**config.mk**
```make
export PLATFORM = sky130hd
export DESIGN_NAME = clkbuf_smbus_ctl
export DESIGN_NICKNAME = d
export VERILOG_FILES = /design/src/rtl/clkbuf_smbus_ctl.sv
export SDC_FILE = /design/constraint.sdc
export NUM_CORES = 1
export LEC_CHECK = 0
export ABC_AREA = 1
export ABC_CLOCK_PERIOD_IN_PS = 1900
export BUFFER_PORTS_ARGS = -buffer_cell sky130_fd_sc_hd__clkbuf_2
export CORE_AREA = 4 4 80 82
export DETAILED_ROUTE_END_ITERATION = 8
export DIE_AREA = 0 0 84 86
export HOLD_SLACK_MARGIN = 0.05
export PLACE_DENSITY = 0.74
export SYNTH_ARGS = -nofsm -noshare
export SYNTH_HDL_FRONTEND = slang
export SYNTH_SLANG_ARGS = --single-unit
```
**constraint.sdc**
```tcl
create_clock -name clk -period 1.9 [get_ports clk]
set_input_delay 0.095 -clock clk [delete_from_list [all_inputs] [get_ports clk]]
set_output_delay 0.095 -clock clk [all_outputs]
set_load 0.05 [all_outputs]
```
**src/rtl/clkbuf_smbus_ctl.sv**
```systemverilog
module clkbuf_smbus_ctl #(
  parameter logic [6:0] ADDR_HI   = 7'b1101001,
  parameter logic [6:0] ADDR_LO   = 7'b1101110,
  parameter int         REG_COUNT = 24,
  parameter int         THR_IDX   = 22,
  parameter int         EN_IDX    = 23
) (
  input  logic        clk,
  input  logic        rst_n,
  input  logic        scl_i,
  input  logic        sda_i,
  output logic        sda_oe,
  input  logic        addr_pick,
  input  logic        bus_id_sel,
  output logic [11:0] pair_en,
  output logic        fb_a_dis,
  output logic        fb_b_dis,
  output logic [1:0]  thresh
);

  typedef enum logic [2:0] {
    ST_IDLE = 3'd0, ST_ADDR = 3'd1, ST_CMD = 3'd2, ST_CNT = 3'd3,
    ST_WR = 3'd4, ST_TX = 3'd5, ST_IGN = 3'd6
  } st_t;

  logic [2:0] scl_q, sda_q;
  st_t        st;
  logic [3:0] bitn;
  logic [7:0] sh;
  logic [4:0] ptr;
  logic       blk, cmd_ok, send_cnt, m_nack;
  logic [7:0] r_thr, r_en;

  always_ff @(posedge clk or negedge rst_n)
    if (!rst_n) begin
      scl_q <= 3'b111;
      sda_q <= 3'b111;
    end else begin
      scl_q <= {scl_q[1:0], scl_i};
      sda_q <= {sda_q[1:0], sda_i};
    end

  wire scl_rise  = scl_q[1] & ~scl_q[2];
  wire scl_fall  = ~scl_q[1] & scl_q[2];
  wire start_det = scl_q[1] & scl_q[2] & sda_q[2] & ~sda_q[1];
  wire stop_det  = scl_q[1] & scl_q[2] & ~sda_q[2] & sda_q[1];
  wire sda_bit   = sda_q[1];

  wire [6:0] my_addr = addr_pick ? ADDR_HI : ADDR_LO;
  wire [1:0] id_want = bus_id_sel ? 2'b10 : 2'b01;
  wire       receiving = (st == ST_ADDR) || (st == ST_CMD) || (st == ST_CNT) || (st == ST_WR);
  wire [7:0] rd_byte = (ptr == 5'(THR_IDX)) ? r_thr :
                       (ptr == 5'(EN_IDX))  ? r_en  : 8'h00;
  wire [7:0] tx_byte = send_cnt ? 8'(REG_COUNT) : rd_byte;
  wire [4:0] ptr_inc = ptr + {4'd0, ptr != 5'd31};

  always_ff @(posedge clk or negedge rst_n)
    if (!rst_n) begin
      st       <= ST_IDLE;
      bitn     <= 4'd0;
      sh       <= 8'h00;
      ptr      <= 5'd0;
      blk      <= 1'b0;
      cmd_ok   <= 1'b0;
      send_cnt <= 1'b0;
      m_nack   <= 1'b0;
      sda_oe   <= 1'b0;
      r_thr    <= 8'h0F;
      r_en     <= 8'hFF;
    end else if (start_det) begin
      st     <= ST_ADDR;
      bitn   <= 4'd0;
      sda_oe <= 1'b0;
    end else if (stop_det) begin
      st     <= ST_IDLE;
      bitn   <= 4'd0;
      sda_oe <= 1'b0;
      cmd_ok <= 1'b0;
    end else if (st == ST_IDLE || st == ST_IGN) begin
      sda_oe <= 1'b0;
    end else if (scl_rise) begin
      if (bitn < 4'd8) begin
        if (receiving) sh <= {sh[6:0], sda_bit};
        bitn <= bitn + 4'd1;
      end else if (bitn == 4'd9 && st == ST_TX) begin
        m_nack <= sda_bit;
      end
    end else if (scl_fall) begin
      if (bitn >= 4'd1 && bitn <= 4'd7) begin
        if (st == ST_TX) begin
          sda_oe <= ~sh[7];
          sh     <= {sh[6:0], 1'b0};
        end
      end else if (bitn == 4'd8) begin
        bitn <= 4'd9;
        case (st)
          ST_ADDR:
            if (sh[7:1] == my_addr && (!sh[0] || cmd_ok)) begin
              sda_oe <= 1'b1;
              if (sh[0]) begin
                st       <= ST_TX;
                send_cnt <= blk;
              end else begin
                st     <= ST_CMD;
                cmd_ok <= 1'b0;
              end
            end else begin
              sda_oe <= 1'b0;
              st     <= ST_IGN;
            end
          ST_CMD:
            if (sh[6:5] == id_want) begin
              sda_oe <= 1'b1;
              blk    <= ~sh[7];
              ptr    <= sh[7] ? sh[4:0] : 5'd0;
              cmd_ok <= 1'b1;
              st     <= sh[7] ? ST_WR : ST_CNT;
            end else begin
              sda_oe <= 1'b0;
              st     <= ST_IGN;
            end
          ST_CNT: begin
            sda_oe <= 1'b1;
            st     <= ST_WR;
          end
          ST_WR: begin
            sda_oe <= 1'b1;
            if (ptr == 5'(THR_IDX)) r_thr <= sh;
            if (ptr == 5'(EN_IDX))  r_en  <= sh;
            ptr <= ptr_inc;
          end
          default: sda_oe <= 1'b0;
        endcase
      end else if (bitn == 4'd9) begin
        bitn <= 4'd0;
        if (st == ST_TX) begin
          if (!m_nack) begin
            sda_oe <= ~tx_byte[7];
            sh     <= {tx_byte[6:0], 1'b0};
            if (send_cnt) send_cnt <= 1'b0;
            else          ptr      <= ptr_inc;
          end else begin
            sda_oe <= 1'b0;
            st     <= ST_IGN;
          end
        end else begin
          sda_oe <= 1'b0;
        end
      end
    end

  assign pair_en  = {r_thr[3:0], r_en};
  assign fb_a_dis = r_thr[5];
  assign fb_b_dis = r_thr[4];
  assign thresh   = r_thr[7:6];

endmodule


```
==> impl_metrics.toml, run 1 <==
[status]
status = "finished, violations left"
violations = "negative setup slack"

[logic_synthesis]
yosysMostFrequentCell = "nand2_1"
synth-edff-count = 0
post-synth-top-area-cell = "dfrtp_1"
yosysWarningCount = 0
synth-seq-area-share_pct = 40.15
synth-seq-cells = 47
synth_cell_types = 34
netlist.area_leader.share_pct = 24.31
syn_avg_cell_area_um2 = 7.982
synth_common_cells = "nand2_1 (105), inv_1 (36), dfrtp_1 (29), nor2_1 (28), o21ai_0 (26)"
synth_cells = 374
syn_area_um2 = 2985
synth_nets = 388
async_flop_share_pct = 100.0
yosys_most_used_dff = "dfrtp_1"
synth_area_leaders = "dfrtp_1 (24%), dfstp_2 (16%), nand2_1 (13%), o21ai_2 (6.2%), inv_1 (4.5%)"

[setup_path]
cp.arrival_ps = 2150
worst-path-max-fanout = 5
path_class = "reg2reg"
startpoint = "scl_q[1]"
r2r-end = "sda_oe"
end_kind = "flip-flop"
startpoint_type = "flip-flop"
crit_path_end = "sda_oe"
r2r_cells = 10
required_ps = 2140
r2r-start = "scl_q[1]"
r2r_slack_ps = -6

[drt]
via_per_inst = 5.402
totalWireLength_um = 7224
remaining_drc_errors = 0
dr_total_vias = 2755
ant_nets = 0
drtIter0Drc = 119
routedWlPerCell_um = 14.16
first_pass_iters = 4

[placement]
dpl_cell_area_um2 = 3341
port_buffers = 22
gp_congestion = 0.8922
dp_hpwl_um = 5087
pre_cts_slack_ps = -68.35
dp.cells = 490

[timing]
worst_pin_slew_ps = 598.0
finalSetupTns_ps = -6.419
timing.fmax_ghz = 0.5245
grt_setup_unrepaired = "yes"
post-route-period-util_pct = 100.3
whs_ps = 360.0
final_hold_viol_count = 0
fin_ws_ps = -6.419
setup_viol = 1
drv_slew = 0
finClkSkew_ps = 13.60
relSlewSlack_pct = 60.13
min_period_ps = 1906

[clock_tree]
path_clk_slew_ps = 80
h-tree-depth = 2
cts_buffer_depth = 2
worstSkewPairLatency_ps = 310
cts_num_sinks = 47
cts_tree = "done"
cts-root-buf = "clkbuf_8"
cts_buffers = 5

[grt]
grt_overflow_total = 0
first_global_vias = 2742
grt_max_degree = 48
grt_pass1_wl_um = 12190
antenna_found_initial = 0
grt_use_total_pct = 20.55

[cells_and_area]
final.fill_count = 461
area_growth_pct = 23.64
post-route-util_pct = 64.24
layout.nets = 448
diodes = 0
stdcell_area_um2 = 3691
final-instance-count-excl-fill = 510
drive_gt1_share_pct = 35.63

[floorplanning]
std_cell_rows = 28
core_area_um2 = 5746
die-area_um2 = 7224
die_h_um = 86
num_io_pins = 23
fp.dieW_um = 84
start_util_pct = 51.96

[power]
leakagePower_nw = 1.727
p_total_mw = 4.014
ir_worst_vdd_uv = 676.4
power.density_nw_per_um2 = 1088

[run]
maxCapViolCount = 0

[hold_path]
whs_path_depth = 0
hold_class = "reg2reg"
flip-flops by register name, indices dropped and copies added (netlist names):
signal	flops
sda_oe	1
r_thr	8
ptr	5
cmd_ok	1
bitn	4
m_nack	1
r_en	8
scl_q	3
sda_q	3
sh	8
send_cnt	1
st	3
blk	1
critical path, stage by stage, from the launching register on:
cell,delay (ps)
dfstp_2,560
ha_2,210
nand3_2,130
nand2_4,120
inv_2,60
buf_4,140
nand3_1,110
nand3_2,130
nor2_1,180
nand3_1,130
nand2_1,80
power breakdown:
group | total (mW) | switching (mW) | internal, mW
sequential | 1.28 | 0.153 | 1.13
clock | 0.886 | 0.361 | 0.525
combinational | 1.84 | 1.14 | 0.701
total | 4.01 | 1.66 | 2.36
layout make-up:
type,count,area [µm²],share of cell area [%]
multi-input cells,278,1652,44.75
flip-flops and latches,47,1199,32.47
repair buffers,59,449.2,12.17
inverters,43,161.4,4.373
well taps,75,93.84,2.542
clock buffers,5,68.82,1.864
clock inverters,3,67.56,1.831
cell usage in the layout (no fill, tap or decap), types with 2 or more instances in the layout:
cell type      Yosys  final
nor3_4             3      3
xor2_1             2      2
nor2_1            28     26
buf_12             0      4
o21ai_0           26     13
inv_2              7      9
nor2_4             6      8
dfrtp_1           29     29
nand2_4            2      3
o21ai_1            2     12
nand4_1            7      7
bufinv_16          0      2
ha_1               8      5
a21oi_1           13     12
o22ai_1            2      2
dlygate4sd3_1      0      3
inv_1             36     34
buf_4              0     29
nand2_2            8      9
a31oi_1            4      4
nand4_4            2      2
nand3_2            2      4
ha_2               0      3
nor2_2             2      2
o21ai_2           21     24
dfstp_2           18     18
clkbuf_2           1     22
nand3_1           25     22
nand2_1          105    103
clkbuf_8           0      5
worst min path at each step:
stage	start	slack, ps	to
after floorplan	rst_n	-200	bitn[0]
after global placement	sda_i	180	sda_q[0]
after detailed placement	sda_i	180	sda_q[0]
after CTS	sda_q[0]	360	sda_q[1]
after global routing	sda_q[0]	360	sda_q[1]
final	sda_q[0]	360	sda_q[1]
cell families (layout without fill, tap and decap cells):
| logic type | Yosys count | in the layout | synth area share, % |
|---|---|---|---|
| compound gates | 74 | 74 | 16.05 |
| xor+xnor | 3 | 3 | 0.8803 |
| fa+ha+maj | 8 | 8 | 3.353 |
| buf+inv | 49 | 110 | 7.460 |
| flops | 47 | 47 | 40.15 |
| simple gates | 193 | 193 | 32.10 |
metal layers:
layer  vias to the layer above  track usage (%)  part of all wire [%]
met5                         -                0                     0
met4                         0            5.848                   2.7
met3                        20            3.266                   4.3
met2                        66            38.83                    51
met1                      1321            23.99                    42
li1                       1348                -                     -
repair_timing:
action,in CTS,in global routing
gates resized for setup,6,31
endpoints found under the hold margin,31,0
endpoints found under the setup margin,14,38
setup buffers,4,5
pin swaps,5,11
hold buffers,3,0
Power figures use the tool's default switching activity.
==> run 2: changes to the inputs <==
- ABC_AREA: 1 -> 0
- CORE_AREA: 4 4 80 82 -> 4 4 79 81
- DIE_AREA: 0 0 84 86 -> 0 0 83 85
- PLACE_DENSITY: 0.74 -> 0.75
==> impl_metrics.toml, run 2 <==
[cells_and_area]
stdcell_area_um2 = 4212
final_cell_mix = "buf_4 (68), dfrtp_1 (26), nand2_1 (24)"
area_growth_pct = 42.99
reg_top3 = "r_en: 8 flops, r_thr: 8 flops, sh: 8 flops"
final_common_cell = "buf_4"
diodes = 0
drive_gt1_share_pct = 55.41
layout.nets = 401
final-instance-count-excl-fill = 460

[setup_path]
required_ps = 2090
end_kind = "flip-flop"
path_class = "reg2reg"
cp.arrival_ps = 2290
startpoint_type = "flip-flop"
worst-path-max-fanout = 8

[clock_tree]
worstSkewPairLatency_ps = 310
cts_buffers = 5
cts_num_sinks = 47
cts_buffer_depth = 2
h-tree-depth = 2
path_clk_slew_ps = 90
cts_tree = "done"
cts-root-buf = "clkbuf_8"

[placement]
gp_congestion = 0.8727
dp.cells = 426
dp_hpwl_um = 5478
port_buffers = 22
dpl_cell_area_um2 = 3571

[logic_synthesis]
netlist.area_leader.share_pct = 24.64
synth-seq-area-share_pct = 40.70
synth_area_leaders = "dfrtp_1 (25%), dfstp_2 (16%), mux2_2 (8.4%), nand2_1 (3.4%), ha_1 (3.4%)"
synth_cells = 285
post-synth-top-area-cell = "dfrtp_1"
synth_nets = 299
syn_area_um2 = 2945
synth_top_family_by_area = "simple AND/OR/NAND/NOR gates"
yosys_most_used_dff = "dfrtp_1"
yosysMostFrequentCell = "dfrtp_1"
synth_cell_types = 67
synth-seq-cells = 47
yosys.area_share.simple_pct = 18.61
synthXorXnorAreaFrac_pct = 1.147
async_flop_share_pct = 100.0
yosysWarningCount = 0
synth-compound-area-share_pct = 18.52
synth_common_cells = "dfrtp_1 (29), nand2_1 (27), mux2_2 (22), dfstp_2 (18), nor2_1 (13)"
synth-edff-count = 0
muxShareOfSynthArea_pct = 13.72
synthAdderAreaFrac_pct = 3.398
syn_avg_cell_area_um2 = 10.33

[timing]
finClkSkew_ps = 15.52
worst_pin_slew_ps = 606.6
grt_setup_unrepaired = "yes"
post-route-period-util_pct = 110.5
final_hold_viol_count = 0
drv_slew = 0
min_period_ps = 2099
relSlewSlack_pct = 59.56
setup_viol = 37
fin_ws_ps = -199.1
timing.fmax_ghz = 0.4764

[power]
leakagePower_nw = 1.867
power.density_nw_per_um2 = 596.5
ir_worst_vdd_uv = 547.8

[grt]
first_global_vias = 2807
grt_pass1_wl_um = 13680
grt_overflow_total = 0
grt_max_degree = 48
antenna_found_initial = 0
grt_use_total_pct = 23.81

[floorplanning]
std_cell_rows = 27
num_io_pins = 23
die_h_um = 85
fp.dieW_um = 83
die-area_um2 = 7055
start_util_pct = 53.82
core_area_um2 = 5473

[run]
maxCapViolCount = 0

[drt]
ant_nets = 0
via_per_inst = 6.261
routedWlPerCell_um = 20.40
dr_total_vias = 2880
remaining_drc_errors = 0
totalWireLength_um = 9385
first_pass_iters = 6
drtIter0Drc = 301

[hold_path]
hold_class = "reg2reg"

[status]
status = "finished, violations left"
violations = "negative setup slack"
[run 2: cell count changes after synthesis, sizes merged, moves of 5 or more]
cell,previous run,this run
nor4,0,5
nand4,9,2
nor2,36,15
mux2i,0,10
nand3,27,10
o21ai,49,13
o31ai,2,9
inv,43,10
mux2,0,27
nand2,115,27
[run 2: final timing paths]
kind                          start        to  slack (ps)  depth (start not counted)
min in group asynchronous     rst_n   bitn[3]         410                          3
max                        scl_q[2]  r_thr[5]        -200                          8
max reg2reg                scl_q[2]  r_thr[5]        -200                          8
max in group asynchronous     rst_n     st[2]        1030                          3
min                        scl_q[0]  scl_q[1]         360                          0
min reg2reg                scl_q[0]  scl_q[1]         360                          0
[run 2: logic make-up (layout without fill, tap and decap cells)]
family	Yosys count	in the layout
simple gates	93	93
mux	37	37
buf+inv	24	127
fa+ha+maj	8	8
flops	47	47
xor+xnor	3	3
compound gates	73	73
[run 2: timing repair]
| action | CTS | global route |
|---|---|---|
| hold buffers | 3 | 0 |
| pin swaps | 12 | 11 |
| buffers inserted | 9 | 14 |
| setup endpoints to repair | 32 | 40 |
| hold endpoints to repair | 31 | 0 |
| gates resized for setup | 39 | 42 |
[run 2: worst max-delay path, cell delays in order, from the launching register on]
cell and delay, ps:
dfstp_2 540, inv_2 40, ha_4 170, and4bb_2 310, nand2_2 90, nor4_4 170
nor2b_4 200, buf_8 160, mux2_4 310
[run 2: layer usage]
layer / global-route usage, % / up-vias / wire [µm]
met2: 40.09 / 169 / 4454
li1: - / 1269 / -
met3: 4.272 / 41 / 647
met5: 0 / - / 0
met4: 8.024 / 0 / 286
met1: 31.05 / 1401 / 3996
[run 2: power breakdown]
group	leakage, nW	total (mW)	internal [mW]	switching [mW]
sequential	0.573	1.09	1.04	0.0513
combinational	1.25	0.751	0.364	0.388
clock	0.0489	0.670	0.302	0.369
[run 2: per-stage QoR]
step | utilization (%) | setup slack (ps) | hold WS, ps | TNS (ps) | power, mW
floorplan | - | -148.6 | -200.6 | -2128 | 1.376
global placement | 65.25 | -198.5 | 184.0 | -2975 | 1.595
detailed placement | 65.25 | -226.4 | 183.9 | -3819 | 1.609
CTS | 71.77 | -150.5 | 359.9 | -2833 | 2.332
global route | 76.95 | -276.1 | 363.2 | -7829 | 2.616
finish | 76.95 | -199.1 | 359.2 | -4931 | 2.512
[run 2: cell type report]
type | count | area (µm²)
repair buffers | 109 | 838.3
multi-input cells | 214 | 1948
flip-flops and latches | 47 | 1202
well taps | 72 | 90.09
clock buffers | 7 | 86.33
inverters | 10 | 37.54
fillers | 346 | 1261
clock inverters | 1 | 8.758
==> run 3: changes to the inputs <==
- CORE_AREA: 4 4 79 81 -> 4 4 78 80
- CTS_BUF_LIST: not set -> sky130_fd_sc_hd__clkbuf_4 sky130_fd_sc_hd__clkbuf_8
- DIE_AREA: 0 0 83 85 -> 0 0 82 84
- PLACE_DENSITY: 0.75 -> 0.76
==> impl_metrics.toml, run 3 (same netlist as run 2, synthesis figures left out) <==
[status]
violations = "negative setup slack"
status = "finished, violations left"

[setup_path]
path_class = "reg2reg"
worst-path-max-fanout = 8
cp.arrival_ps = 2290
r2r-start = "scl_q[2]"
required_ps = 2100
r2r_slack_ps = -190
startpoint_type = "flip-flop"
r2r-end = "r_thr[7]"
end_kind = "flip-flop"
r2r_cells = 8

[clock_tree]
cts_num_sinks = 47
worstSkewPairLatency_ps = 310
cts_buffer_depth = 2
h-tree-depth = 2
cts_tree = "done"
cts-root-buf = "clkbuf_8"
path_clk_slew_ps = 100
cts_buffers = 5

[placement]
pre_cts_slack_ps = -243.5
port_buffers = 22
dp_hpwl_um = 5484
dpl_cell_area_um2 = 3561
dp.cells = 423
gp_congestion = 0.8821

[timing]
grt_setup_unrepaired = "yes"
fin_ws_ps = -187.0
worst_pin_slew_ps = 564.0
whs_ps = 302.9
drv_slew = 0
timing.fmax_ghz = 0.4792
min_period_ps = 2087
post-route-period-util_pct = 109.8
setup_viol = 29
relSlewSlack_pct = 62.40
finClkSkew_ps = 10.91
final_hold_viol_count = 0

[cells_and_area]
final-instance-count-excl-fill = 443
final_cell_mix = "buf_4 (54), dfrtp_1 (25), nand2_1 (24)"
drive_gt1_share_pct = 52.83
diodes = 0
stdcell_area_um2 = 4035
final_common_cell = "buf_4"
layout.nets = 384
final.fill_count = 339
reg_top3 = "r_en: 8 flops, r_thr: 8 flops, sh: 8 flops"
area_growth_pct = 37.00

[drt]
routedWlPerCell_um = 17.98
totalWireLength_um = 7963
remaining_drc_errors = 0
via_per_inst = 5.984
dr_total_vias = 2651
drtIter0Drc = 189
first_pass_iters = 5
ant_nets = 0

[floorplanning]
fp.dieW_um = 82
die-area_um2 = 6888
num_io_pins = 23
die_h_um = 84
start_util_pct = 54.49
std_cell_rows = 27
core_area_um2 = 5405

[grt]
grt_overflow_total = 0
grt_pass1_wl_um = 13250
top_usage_layer = "met2"
grt_use_total_pct = 24.67
use_met2_pct = 39.53
use_met3_pct = 3.996
first_global_vias = 2694
met1_usage_pct = 33.79
antenna_found_initial = 0
grt_max_degree = 28

[hold_path]
hold_class = "in2async"

[power]
power.density_nw_per_um2 = 587.4
p_total_mw = 2.370
leakagePower_nw = 1.766
ir_worst_vdd_uv = 492.0

[run]
maxCapViolCount = 0
## run 3: changes by cell type in the layout (fill, tap and decap cells not counted), sizes merged
cell	change
clkinv	+1
clkinvlp	+1
inv	-1
clkbuf	-1
buf	-17
## run 3: how the worst max path moves through the flow
| stage | depth (start not counted) | startpoint | to | slack [ps] |
|---|---|---|---|---|
| floorplan | 8 | scl_q[2] | r_thr[4] | -150 |
| global placement | 8 | scl_q[2] | r_thr[4] | -200 |
| detailed placement | 8 | scl_q[2] | r_thr[4] | -240 |
| CTS | 8 | scl_q[2] | r_thr[7] | -180 |
| global route | 8 | scl_q[2] | r_thr[7] | -280 |
| finish | 8 | scl_q[2] | r_thr[7] | -190 |
## run 3: metal layers
metal  wire length, µm  part of all wire [%]
met5                 0                     0
met2              4011                    50
met3               375                   4.7
met1              3427                    43
met4               149                   1.9
## run 3: area by class of cell
cell class              instances  area (µm²)  share of cell area [%]
clock buffers                   6       82.58                   2.047
multi-input cells             214        1904                   47.19
well taps                      72       90.09                   2.233
inverters                      10       37.54                  0.9302
flip-flops and latches         47        1204                   29.83
repair buffers                 92       700.7                   17.36
clock inverters                 2       16.27                  0.4031
## run 3: report_power, final
part	leakage (nW)	internal (mW)	total [mW]	switching, mW
Combinational	1.15	0.291	0.629	0.339
Sequential	0.571	1.04	1.08	0.0366
Clock	0.0474	0.298	0.664	0.366
## run 3: metrics by stage
| step | utilization, % | setup TNS [ps] |
|---|---|---|
| 2_1_floorplan | - | -2128 |
| 3_3_place_gp | 65.88 | -3103 |
| 3_5_place_dp | 65.88 | -4281 |
| 4_1_cts | 71.34 | -2635 |
| 5_1_grt | 74.65 | -5993 |
| 6_report | 74.65 | -3166 |
## run 3: worst max-delay path, stage by stage, from the launching register on
cell and delay [ps]:
dfstp_2 570, inv_2 50, ha_4 150, and4bb_2 310
nand2_2 90, nor4_4 150, nor2b_2 190, buf_6 160
mux2_4 310
## run 3: timing repair
action                                  4_1_cts  5_1_grt
resized for setup                            27       40
hold buffers                                  3        0
endpoints found under the hold margin        16        0
endpoints found under the setup margin       38       41
setup buffers                                 9        1
pin swaps                                     2        9
